File: src/rtl/stkp_pkg.sv
package stkp_pkg;
  typedef enum logic [2:0] {
    STK_IDLE = 3'd0,
    STK_PUSH = 3'd1,
    STK_POP  = 3'd2,
    STK_CALL = 3'd3,
    STK_RET  = 3'd4
  } stk_op_e;

  localparam int unsigned BYTE_W = 8;
  localparam int unsigned REG_W  = 16;
endpackage

File: src/rtl/stkp_arith.sv
module stkp_arith
  import stkp_pkg::*;
#(
  parameter int unsigned PTR_W = 12
) (
  input  logic [2:0]       op_i,
  input  logic [PTR_W-1:0] sp_i,
  output logic             act_o,
  output logic [PTR_W-1:0] nxt_sp_o,
  output logic             en_o,
  output logic             we_o,
  output logic             pair_o,
  output logic [PTR_W-1:0] addr_a_o,
  output logic [PTR_W-1:0] addr_b_o
);
  localparam logic [PTR_W-1:0] ONE = PTR_W'(1);
  localparam logic [PTR_W-1:0] TWO = PTR_W'(2);

  always_comb begin
    act_o    = 1'b0;
    nxt_sp_o = sp_i;
    en_o     = 1'b0;
    we_o     = 1'b0;
    pair_o   = 1'b0;
    addr_a_o = '0;
    addr_b_o = '0;
    case (op_i)
      STK_PUSH: begin
        act_o    = 1'b1;
        en_o     = 1'b1;
        we_o     = 1'b1;
        addr_a_o = sp_i;
        nxt_sp_o = sp_i - ONE;
      end
      STK_POP: begin
        act_o    = 1'b1;
        en_o     = 1'b1;
        addr_a_o = sp_i + ONE;
        nxt_sp_o = sp_i + ONE;
      end
      STK_CALL: begin
        act_o    = 1'b1;
        en_o     = 1'b1;
        we_o     = 1'b1;
        pair_o   = 1'b1;
        addr_a_o = sp_i;
        addr_b_o = sp_i - ONE;
        nxt_sp_o = sp_i - TWO;
      end
      STK_RET: begin
        act_o    = 1'b1;
        en_o     = 1'b1;
        pair_o   = 1'b1;
        addr_b_o = sp_i + ONE;
        addr_a_o = sp_i + TWO;
        nxt_sp_o = sp_i + TWO;
      end
      default: ;
    endcase
  end
endmodule

File: src/rtl/stkp_ptr_reg.sv
module stkp_ptr_reg #(
  parameter int unsigned        PTR_W   = 12,
  parameter logic [PTR_W-1:0]   RST_VAL = 12'h4FF
) (
  input  logic             clk,
  input  logic             rst,
  input  logic             act_i,
  input  logic [PTR_W-1:0] nxt_sp_i,
  input  logic             sw_we_i,
  input  logic             sw_hi_i,
  input  logic [7:0]       sw_wdata_i,
  output logic [PTR_W-1:0] sp_o
);
  localparam int unsigned HI_W = PTR_W - 8;

  logic [PTR_W-1:0] sp_q;

  always_ff @(posedge clk) begin
    if (rst) begin
      sp_q <= RST_VAL;
    end else if (act_i) begin
      sp_q <= nxt_sp_i;
    end else if (sw_we_i) begin
      if (sw_hi_i) sp_q[PTR_W-1:8] <= sw_wdata_i[HI_W-1:0];
      else         sp_q[7:0]       <= sw_wdata_i;
    end
  end

  assign sp_o = sp_q;


  op_over_write_chk: assert property (@(posedge clk) disable iff (rst)
    (act_i && sw_we_i) |=> (sp_q == $past(nxt_sp_i)));
endmodule

File: src/rtl/stkp_acc_reg.sv
module stkp_acc_reg #(
  parameter int unsigned PTR_W = 12
) (
  input  logic             clk,
  input  logic             rst,
  input  logic             en_i,
  input  logic             we_i,
  input  logic             pair_i,
  input  logic [PTR_W-1:0] addr_a_i,
  input  logic [PTR_W-1:0] addr_b_i,
  output logic             en_o,
  output logic             we_o,
  output logic             pair_o,
  output logic [PTR_W-1:0] addr_a_o,
  output logic [PTR_W-1:0] addr_b_o
);
  always_ff @(posedge clk) begin
    if (rst) begin
      en_o     <= 1'b0;
      we_o     <= 1'b0;
      pair_o   <= 1'b0;
      addr_a_o <= '0;
      addr_b_o <= '0;
    end else begin
      en_o     <= en_i;
      we_o     <= we_i;
      pair_o   <= pair_i;
      addr_a_o <= addr_a_i;
      addr_b_o <= addr_b_i;
    end
  end


  write_needs_en_chk: assert property (@(posedge clk) disable iff (rst)
    (we_o || pair_o) |-> en_o);
endmodule

File: src/rtl/stkp_top.sv
module stkp_top
  import stkp_pkg::*;
#(
  parameter int unsigned      PTR_W   = 12,
  parameter logic [PTR_W-1:0] RST_VAL = 12'h4FF
) (
  input  logic             clk,
  input  logic             rst,
  input  logic [2:0]       op_i,
  input  logic             sw_we_i,
  input  logic             sw_hi_i,
  input  logic [7:0]       sw_wdata_i,
  output logic [7:0]       sp_lo_o,
  output logic [7:0]       sp_hi_o,
  output logic             acc_en_o,
  output logic             acc_we_o,
  output logic             acc_pair_o,
  output logic [PTR_W-1:0] acc_addr_a_o,
  output logic [PTR_W-1:0] acc_addr_b_o
);
  localparam int unsigned PAD_W = REG_W - PTR_W;
  localparam logic [PTR_W-1:0] ONE = PTR_W'(1);
  localparam logic [PTR_W-1:0] TWO = PTR_W'(2);

  logic [PTR_W-1:0] sp;
  logic [PTR_W-1:0] nxt_sp;
  logic             act;
  logic             c_en, c_we, c_pair;
  logic [PTR_W-1:0] c_addr_a, c_addr_b;

  stkp_arith #(.PTR_W(PTR_W)) arith_i (
    .op_i     (op_i),
    .sp_i     (sp),
    .act_o    (act),
    .nxt_sp_o (nxt_sp),
    .en_o     (c_en),
    .we_o     (c_we),
    .pair_o   (c_pair),
    .addr_a_o (c_addr_a),
    .addr_b_o (c_addr_b)
  );

  stkp_ptr_reg #(.PTR_W(PTR_W), .RST_VAL(RST_VAL)) ptr_i (
    .clk        (clk),
    .rst        (rst),
    .act_i      (act),
    .nxt_sp_i   (nxt_sp),
    .sw_we_i    (sw_we_i),
    .sw_hi_i    (sw_hi_i),
    .sw_wdata_i (sw_wdata_i),
    .sp_o       (sp)
  );

  stkp_acc_reg #(.PTR_W(PTR_W)) acc_i (
    .clk      (clk),
    .rst      (rst),
    .en_i     (c_en),
    .we_i     (c_we),
    .pair_i   (c_pair),
    .addr_a_i (c_addr_a),
    .addr_b_i (c_addr_b),
    .en_o     (acc_en_o),
    .we_o     (acc_we_o),
    .pair_o   (acc_pair_o),
    .addr_a_o (acc_addr_a_o),
    .addr_b_o (acc_addr_b_o)
  );

  assign sp_lo_o = sp[7:0];
  assign sp_hi_o = {{PAD_W{1'b0}}, sp[PTR_W-1:8]};


  push_step_chk: assert property (@(posedge clk) disable iff (rst)
    (op_i == STK_PUSH) |=> (sp == $past(sp) - ONE) && acc_we_o && !acc_pair_o
                           && (acc_addr_a_o == $past(sp)));

  pop_step_chk: assert property (@(posedge clk) disable iff (rst)
    (op_i == STK_POP) |=> (sp == $past(sp) + ONE) && acc_en_o && !acc_we_o
                          && (acc_addr_a_o == sp));

  call_step_chk: assert property (@(posedge clk) disable iff (rst)
    (op_i == STK_CALL) |=> (sp == $past(sp) - TWO) && acc_pair_o && acc_we_o
                           && (acc_addr_b_o == sp + ONE));

  ret_step_chk: assert property (@(posedge clk) disable iff (rst)
    (op_i == STK_RET) |=> (sp == $past(sp) + TWO) && acc_pair_o && !acc_we_o
                          && (acc_addr_a_o == sp));

  sw_low_load_chk: assert property (@(posedge clk) disable iff (rst)
    ((op_i == STK_IDLE) && sw_we_i && !sw_hi_i) |=> (sp_lo_o == $past(sw_wdata_i)));

  idle_hold_chk: assert property (@(posedge clk) disable iff (rst)
    ((op_i > 3'd4) && !sw_we_i) |=> $stable(sp) && !acc_en_o);

  idle_quiet_chk: assert property (@(posedge clk) disable iff (rst)
    (op_i == STK_IDLE) |=> !acc_en_o && (acc_addr_a_o == '0) && (acc_addr_b_o == '0));
endmodule

File: config.mk
export PLATFORM = sky130hd
export DESIGN_NAME = stkp_top
export DESIGN_NICKNAME = d
export VERILOG_FILES = /design/src/rtl/stkp_pkg.sv /design/src/rtl/stkp_arith.sv /design/src/rtl/stkp_ptr_reg.sv /design/src/rtl/stkp_acc_reg.sv /design/src/rtl/stkp_top.sv
export SDC_FILE = /design/constraint.sdc
export NUM_CORES = 1
export LEC_CHECK = 0
export CAP_MARGIN = 0
export CORE_MARGIN = 4
export CORE_UTILIZATION = 31
export CTS_BUF_LIST = sky130_fd_sc_hd__clkbuf_4 sky130_fd_sc_hd__clkbuf_8
export DETAILED_ROUTE_END_ITERATION = 8
export DONT_BUFFER_PORTS = 1
export GPL_TIMING_DRIVEN = 0
export PLACE_DENSITY_LB_ADDON = 0.3
export SLEW_MARGIN = 15
export SYNTH_ARGS = -nofsm -noshare
export SYNTH_HDL_FRONTEND = slang
export SYNTH_SLANG_ARGS = --single-unit
File: constraint.sdc
create_clock -name clk -period 2.7 [get_ports clk]
set_input_delay 0.405 -clock clk [delete_from_list [all_inputs] [get_ports clk]]
set_output_delay 0.405 -clock clk [all_outputs]
set_load 0.1 [all_outputs]
Word-level counts from Yosys, hierarchy flattened
Cells that the tools add are included.
Operators by class
  add/sub/neg operators: 4
  multiply operators: 0
  div/mod/pow operators: 0
  magnitude comparators: 0
  eq/ne operators: 6
  shift operators: 0
  mux-type cells: 10
  bitwise operators: 0
  reduce and logical (&&, ||, !) cells: 7
Operator list (count)
  $pmux 12 s4: 1
  $pmux 12 s3: 1
  $mux 12: 2
  $pmux 12 s2: 1
  $add 12x1->12 const B: 1
  $add 12x2->12 const B: 1
  $sub 12x1->12 const B: 1
  $sub 12x2->12 const B: 1
  $mux 8: 1
  $eq 3x2->1 const B: 2
  $reduce_and 3->1: 2
  $ne 5x5->1 const B: 1
  $mux 4: 1
  $reduce_bool 2->1: 2
  $reduce_or 2->1: 2
  $reduce_or 4->1: 1
  $eq 3x1->1 const B: 1
  $eq 3x3->1 const B: 1
  $mux 1: 3
  $ne 2x1->1 const B: 1
Word-level totals
  register bits after elaboration: 39
  bits in latches: 0
  bits in writable memories: 0
  bits in read-only memories: 0
  input port bits: 15
  logic and storage cells: 34
  memories: 0

Logic depth before layout (Yosys ltp)
Gate-level depths: netlist of run 1.
  depth in word-level cells: 5
  mapped depth: 8
  mapped depth without buffers: 7

Hierarchy
A second synthesis of run 1 with hierarchy kept.
Unflattened totals
  cells, all modules: 410
  area, all modules: 3128.0 um^2
By module, submodules not included
  stkp_arith: instances 1, cells an instance 279, area each 1689.1 um^2, sequential area each 0.0 um^2
  stkp_acc_reg: instances 1, cells an instance 56, area each 749.5 um^2, sequential area each 540.5 um^2
  stkp_ptr_reg: instances 1, cells an instance 70, area each 655.6 um^2, sequential area each 240.2 um^2
  stkp_top: instances 1, cells an instance 5, area each 33.8 um^2, sequential area each 0.0 um^2

Least setup slack after synthesis of run 1
Ideal clock, no wire load.
  path type: reg-to-reg
  start: register ptr_i.sp_q[0], in the netlist ptr_i.sp_o[0]
  end: register ptr_i.sp_q[4], in the netlist ptr_i.sp_o[4]
  library setup time: 127 ps
  arrival: 2590 ps
  required time: 2573 ps
  slack: -17 ps
  cell stages (with the launch flop): 9
  buffers on the path: 1
  period minus slack after synthesis: 2717 ps
  path through: dfxtp_1 > clkbuf_1 > clkinv_1 > ha_1 > nor3b_2 > xor2_1 > o21ai_0 > a31oi_1 > or3_1
Between the ends
  longest elaborated chain between the ends: 3
RTL lines
  start, declared: RTL line stkp_ptr_reg.sv:16  | logic [PTR_W-1:0] sp_q;
  start signal, assigned: RTL line stkp_ptr_reg.sv:22  | sp_q <= nxt_sp_i;
  start signal, assigned by index: RTL line stkp_ptr_reg.sv:24  | if (sw_hi_i) sp_q[PTR_W-1:8] <= sw_wdata_i[HI_W-1:0];
  start signal, assigned: RTL line stkp_ptr_reg.sv:25  | else sp_q[7:0] <= sw_wdata_i;
  $add 12x2->12, or another cell as far along: RTL line stkp_arith.sv:56  | nxt_sp_o = sp_i + TWO;
  $pmux 12 s4 *: RTL line stkp_arith.sv:27  | case (op_i)
  $mux 12 *: RTL line stkp_ptr_reg.sv:21  | end else if (act_i) begin
Mark *: on every way between the ends. The rest lies on a longest branch, timed or not.
A chain may end at the register's enable or synchronous reset.

Worst setup path after layout of run 1
Same ends and word-level chain as after synthesis.

==> qor.txt, run 1 <==
Seq/Total Area, Yosys - 0.2711
I/O Buffers - 0
Tot Pwr - 2.019 mW
CTS Hold Bufs - 0
setup tns final - 0 ns
hold_sp - sw_wdata_i[1]
Max clock buf depth - 2
Clk pwr share - 0.189
Slew @ Worst Pin - 1.068 ns
r2r startpoint - ptr_i.sp_o[0]
Worst EP arrival - 2.74 ns
RSZ-0062 raised after global routing - no
Routed WL - 10840 um
syn_area_per_cell - 7.580 um^2
first-pass GRT wire length - 17020 um
post-DP HPWL - 7849 um
Switch Pwr - 1.005 mW
Reg power frac - 0.514
Final ANT Viol Nets - 0
Vias - 3158
R2R depth - 8
PwrDens - 643.4 nW/um^2
Main synth FF type - dfxtp_1
full die area - 10900 um^2
Worst Hold Depth - 2
clock sinks - 39
MaxCap Viol Count - 0
Min-Delay Endpoint - ptr_i.sp_o[1]
clock skew - 0.006031 ns
Unique masters post-synth - 69
overall die height - 104.4 um
static leakage - 1.146 nW
initial drt markers - 404
# fillers - 959
vias in the first global route - 3088
Startpoint Class - flop
grt met1 use - 0.2649
die width - 104.4 um
busiest grt layer - met2
status - finished clean
async set-reset flop share out of synthesis - 0
Placed Instances - 491
Area Overhead vs Synth - 8.949%
Max-slew headroom - 0.2873
TritonCTS clock tree - yes
Pint - 1.014 mW
I/O pins - 58
worst-path maximum fanout - 9
Mapped Cells - 380
drt pass-1 iters - 5
Root Buffer Master - clkbuf_8
Cell Count, Final, Fillers Out - 497
Num CTS Buffers - 5
nets@finish - 409
final hold viol count - 0
Via-to-Cell Ratio - 6.354
combinational share of power - 0.297
Worst R2R Setup Slack - 0.14 ns
Switching Fraction - 0.4977
Worst-Skew Late Latency - 0.29 ns
H-tree Lvls - 2
area of the core - 8891 um^2
ANT cells - 0
Period Utilization, post-route - 0.9491
GR Util met3 - 0.03849
worst min-delay path category - in -> reg
WS Path Type - reg -> reg
Final GP Congestion - 0.9514
share of cells above drive strength 1 - 0.1285
max-slew violations - 0
Synth Cell Area - 2880 um^2
Critical R2R Capture - ptr_i.sp_o[4]
initial antenna violation count - 0
Initial Util - 0.3240
Total GRT Usage - 0.1959
Setup Buffers After CTS - 0
Worst-path clk slew - 0.07 ns
f_max - 390.2 MHz
yosys synthesis warning count - 0
post-route DRC violation count - 0
largest net degree at the start of global routing - 11
number of cell rows - 34
Finish-stage setup viols - 0
FF+latch count, synth - 39
Remaining Overflow, GRT - 0
met2 global-route usage - 0.2980
min Tclk post-route - 2.563 ns
WL/cell - 21.82 um
Critical Path RT - 2.88 ns
crit end category - flop
commonest cells after routing, fill and taps aside - nand2_1 (42), nor2_1 (30), dfxtp_1 (30)
Max VDD drop - 0.3150 mV
Final Core Density - 0.3529
Post-synth EDFFs - 0
commonest non-fill, non-tap cell in the layout - nand2_1
## worst max path at each step
stage / from / end / slack [ns] / depth (start not counted)
after floorplan: ptr_i.sp_o[2] / ptr_i.sp_o[11] / 0.07 / 8
after global placement: ptr_i.sp_o[2] / ptr_i.sp_o[5] / -0.31 / 8
after detailed placement: ptr_i.sp_o[2] / ptr_i.sp_o[5] / -0.36 / 8
after CTS: ptr_i.sp_o[1] / ptr_i.sp_o[5] / 0.02 / 8
after global routing: ptr_i.sp_o[2] / ptr_i.sp_o[7] / 0.01 / 8
final: ptr_i.sp_o[0] / ptr_i.sp_o[4] / 0.14 / 8
## final cells by class
class	instances	area, um^2	area share
Sequential cell	39	799.5	0.2548
Buffer	45	217.7	0.06938
Tap cell	108	135.1	0.04306
Multi-Input combinational cell	289	1871	0.5961
Inverter	10	38.79	0.01236
Clock buffer	6	76.32	0.02432
## power groups by stage
stage | sequential (mW) | clock, mW | combinational (mW)
global route | 1.05 | 0.417 | 0.652
CTS | 1.04 | 0.396 | 0.579
global placement | 1.05 | 0 | 0.575
finish | 1.04 | 0.382 | 0.599
detailed placement | 1.05 | 0 | 0.575
floorplan | 1.03 | 0 | 0.447
## Yosys cell counts (5+ instances only)
master,n,share of area
a22oi_1,9,0.023
dfxtp_1,39,0.27
clkbuf_1,21,0.027
nand3_1,9,0.016
o221ai_1,6,0.018
o311a_1,5,0.017
o21ai_0,11,0.019
buf_2,16,0.028
a31oi_1,5,0.011
nand2b_1,7,0.015
nand2_1,42,0.055
nor3b_1,5,0.013
xnor2_1,8,0.024
o22ai_1,12,0.026
nor2_1,30,0.039
a21oi_1,28,0.049
xor2_1,5,0.015
inv_1,8,0.010
nor3_1,9,0.016
buf_4,5,0.013
a211oi_1,6,0.016
nand4_1,7,0.015
and3_1,5,0.011
## routing by layer
metal	vias up	share of wire
li1	1434	-
met1	1463	0.40
met2	226	0.45
met3	35	0.11
met4	0	0.034
met5	-	0
## state kept, by name, indices dropped and copies added (netlist names)
name and flops:
ptr_i.sp_o 12, acc_i.pair_o 1, acc_i.addr_a_o 12, acc_i.we_o 1
acc_i.en_o 1, acc_i.addr_b_o 12
## worst max-delay path, cell delays in order (launching register included)
cell and delay, ns:
dfxtp_4 0.54, clkbuf_1 0.39, clkinv_2 0.28, ha_1 0.34, nor3b_4 0.21, xor2_1 0.15, o21ai_0 0.17, a31oi_1 0.05
or3_1 0.31
## what timing repair did
item | 4_1_cts | 5_1_grt
endpoints found under the hold margin | 0 | 0
setup endpoints to repair | 17 | 10
resized for setup | 5 | 11
## kinds of logic after synthesis
logic type                 count (synthesis)  share of synthesized area
and+or+nand+nor                          139                     0.2598
xor gates and xnor gates                  13                    0.03953
other                                      1                   0.001302
muxes                                      2                   0.006951
DFF                                       39                     0.2711
buffers and inverters                     55                    0.08776
adders and majority gates                  4                    0.01738
AOI/OAI and AO/OA                        127                     0.3162
## metrics by stage
| step | hold slack, ns | cell area (um^2) | worst slack (ns) |
|---|---|---|---|
| floorplan | 0.5689 | 2893 | 0.06532 |
| global placement | 0.6161 | 3028 | -0.3115 |
| detailed placement | 0.6265 | 3029 | -0.3561 |
| CTS | 0.3190 | 3114 | 0.01716 |
| global route | 0.3410 | 3138 | 0.01054 |
| finish | 0.3253 | 3138 | 0.1375 |
Power figures use the tool's default switching activity.
==> inputs of run 2 (changes only) <==
--- a/config.mk
+++ b/config.mk
@@ -13,6 +13,7 @@
 export DONT_BUFFER_PORTS = 1
 export GPL_TIMING_DRIVEN = 0
 export PLACE_DENSITY_LB_ADDON = 0.3
+export SKIP_CTS_REPAIR_TIMING = 1
 export SLEW_MARGIN = 15
 export SYNTH_ARGS = -nofsm -noshare
 export SYNTH_HDL_FRONTEND = slang
==> constraint.sdc (replaced) <==
create_clock -name clk -period 2.2 [get_ports clk]
set_input_delay 0.33 -clock clk [delete_from_list [all_inputs] [get_ports clk]]
set_output_delay 0.33 -clock clk [all_outputs]
set_load 0.1 [all_outputs]
==> qor.txt, run 2 (same netlist as run 1, synthesis figures left out) <==
drt pass-1 iters - 5 (unchanged)
Startpoint Class - flop (unchanged)
area of the core - 8891 um^2 (unchanged)
vias in the first global route - 2959 (was 3088)
Root Buffer Master - clkbuf_8 (unchanged)
Worst-path clk slew - 0.08 ns (was 0.07 ns)
post-DP HPWL - 7963 um (was 7849 um)
Max-slew headroom - 0.2161 (was 0.2873)
initial antenna violation count - 0 (unchanged)
WS Path Type - reg -> reg (unchanged)
worst-path maximum fanout - 10 (was 9)
commonest cells after routing, fill and taps aside - nand2_1 (41), nor2_1 (30), a21oi_1 (28) (was nand2_1 (42), nor2_1 (30), dfxtp_1 (30))
number of cell rows - 34 (unchanged)
static leakage - 1.213 nW (was 1.146 nW)
worst min-delay path category - in -> reg (unchanged)
Max VDD drop - 0.2913 mV (was 0.3150 mV)
largest net degree at the start of global routing - 12 (was 11)
status - finished clean (unchanged)
share of cells above drive strength 1 - 0.1955 (was 0.1285)
Worst EP arrival - 2.33 ns (was 2.74 ns)
f_max - 464.9 MHz (was 390.2 MHz)
Period Utilization, post-route - 0.9777 (was 0.9491)
final hold viol count - 0 (unchanged)
Final GP Congestion - 0.9684 (was 0.9514)
clock skew - 0.006448 ns (was 0.006031 ns)
Remaining Overflow, GRT - 0 (unchanged)
H-tree Lvls - 2 (unchanged)
die width - 104.4 um (unchanged)
RSZ-0062 raised after global routing - yes (was no)
overall die height - 104.4 um (unchanged)
pre-CTS setup slack - -0.6051 ns (was -0.3561 ns)
Area Overhead vs Synth - 16.03% (was 8.949%)
max-slew violations - 0 (unchanged)
clock sinks - 39 (unchanged)
I/O pins - 58 (unchanged)
I/O Buffers - 0 (unchanged)
Finish-stage setup viols - 0 (unchanged)
MaxCap Viol Count - 0 (unchanged)
nets@finish - 417 (was 409)
initial drt markers - 333 (was 404)
Worst-Skew Late Latency - 0.30 ns (was 0.29 ns)
setup tns final - 0 ns (unchanged)
Cell Count, Final, Fillers Out - 507 (was 497)
commonest non-fill, non-tap cell in the layout - nand2_1 (unchanged)
Initial Util - 0.3240 (unchanged)
Total GRT Usage - 0.1964 (was 0.1959)
ANT cells - 0 (unchanged)
post-route DRC violation count - 0 (unchanged)
Via-to-Cell Ratio - 6.444 (was 6.354)
Num CTS Buffers - 5 (unchanged)
min Tclk post-route - 2.151 ns (was 2.563 ns)
crit end category - flop (unchanged)
PwrDens - 794.4 nW/um^2 (was 643.4 nW/um^2)
Slew @ Worst Pin - 1.173 ns (was 1.068 ns)
TritonCTS clock tree - yes (unchanged)
Final ANT Viol Nets - 0 (unchanged)
WL/cell - 22.51 um (was 21.82 um)
Max clock buf depth - 2 (unchanged)
first-pass GRT wire length - 16930 um (was 17020 um)
Routed WL - 11410 um (was 10840 um)
full die area - 10900 um^2 (unchanged)
worst setup margin - 0.04915 ns (was 0.1375 ns)
Placed Instances - 491 (unchanged)
Vias - 3267 (was 3158)
Critical Path RT - 2.38 ns (was 2.88 ns)
run 2: cell types whose count changed in the layout (fill, tap and decap cells not counted), sizes merged:
cell,change
clkinv,-1
clkinvlp,+1
buf,+12
clkbuf,-2
run 2: worst paths after layout:
check | start | endpoint | slack, ns | cells after the start
min reg2reg | ptr_i.sp_o[11] | acc_i.addr_a_o[11] | 0.88 | 2
max | ptr_i.sp_o[2] | ptr_i.sp_o[11] | 0.05 | 8
max reg2reg | ptr_i.sp_o[2] | ptr_i.sp_o[11] | 0.05 | 8
min | sw_wdata_i[1] | ptr_i.sp_o[1] | 0.24 | 2
run 2: final cells by class:
| class | instances | area, um^2 |
|---|---|---|
| Buffer | 44 | 234.0 |
| Sequential cell | 39 | 815.8 |
| Clock buffer | 8 | 103.9 |
| Tap cell | 108 | 135.1 |
| Inverter | 10 | 41.29 |
| Timing Repair Buffer | 9 | 67.56 |
| Multi-Input combinational cell | 289 | 1944 |
| Fill cell | 939 | 5549 |
run 2: critical path, cell delays in order, from the launching register on:
cell	delay [ns]
dfxtp_4	0.56
buf_4	0.25
inv_2	0.09
ha_4	0.19
nor2b_2	0.17
nand4b_1	0.16
nor2_1	0.07
xnor2_1	0.13
a2111oi_2	0.40
run 2: routing by layer:
metal | track usage | vias up | part of all wire
met4 | 0.08832 | 0 | 0.035
met2 | 0.3100 | 214 | 0.46
met5 | 0 | - | 0
met1 | 0.2574 | 1563 | 0.41
li1 | - | 1454 | -
met3 | 0.03911 | 36 | 0.093
run 2: through the flow:
| stage | total power, mW | hold WS [ns] | cell area [um^2] | utilization |
|---|---|---|---|---|
| final | 2.655 | 0.2386 | 3342 | 0.3759 |
| after CTS | 2.580 | 0.2250 | 3148 | 0.3541 |
| after floorplan | 1.816 | 0.4931 | 2909 | - |
| after global placement | 2.000 | 0.5326 | 3044 | 0.3424 |
| after detailed placement | 2.003 | 0.5390 | 3044 | 0.3424 |
| after global routing | 2.762 | 0.2419 | 3342 | 0.3759 |
run 2: report_power, final:
part	internal [mW]	leakage, nW	switching, mW
combinational	0.293	0.835	0.516
clock	0.299	0.0549	0.272
sequential	0.773	0.322	0.502
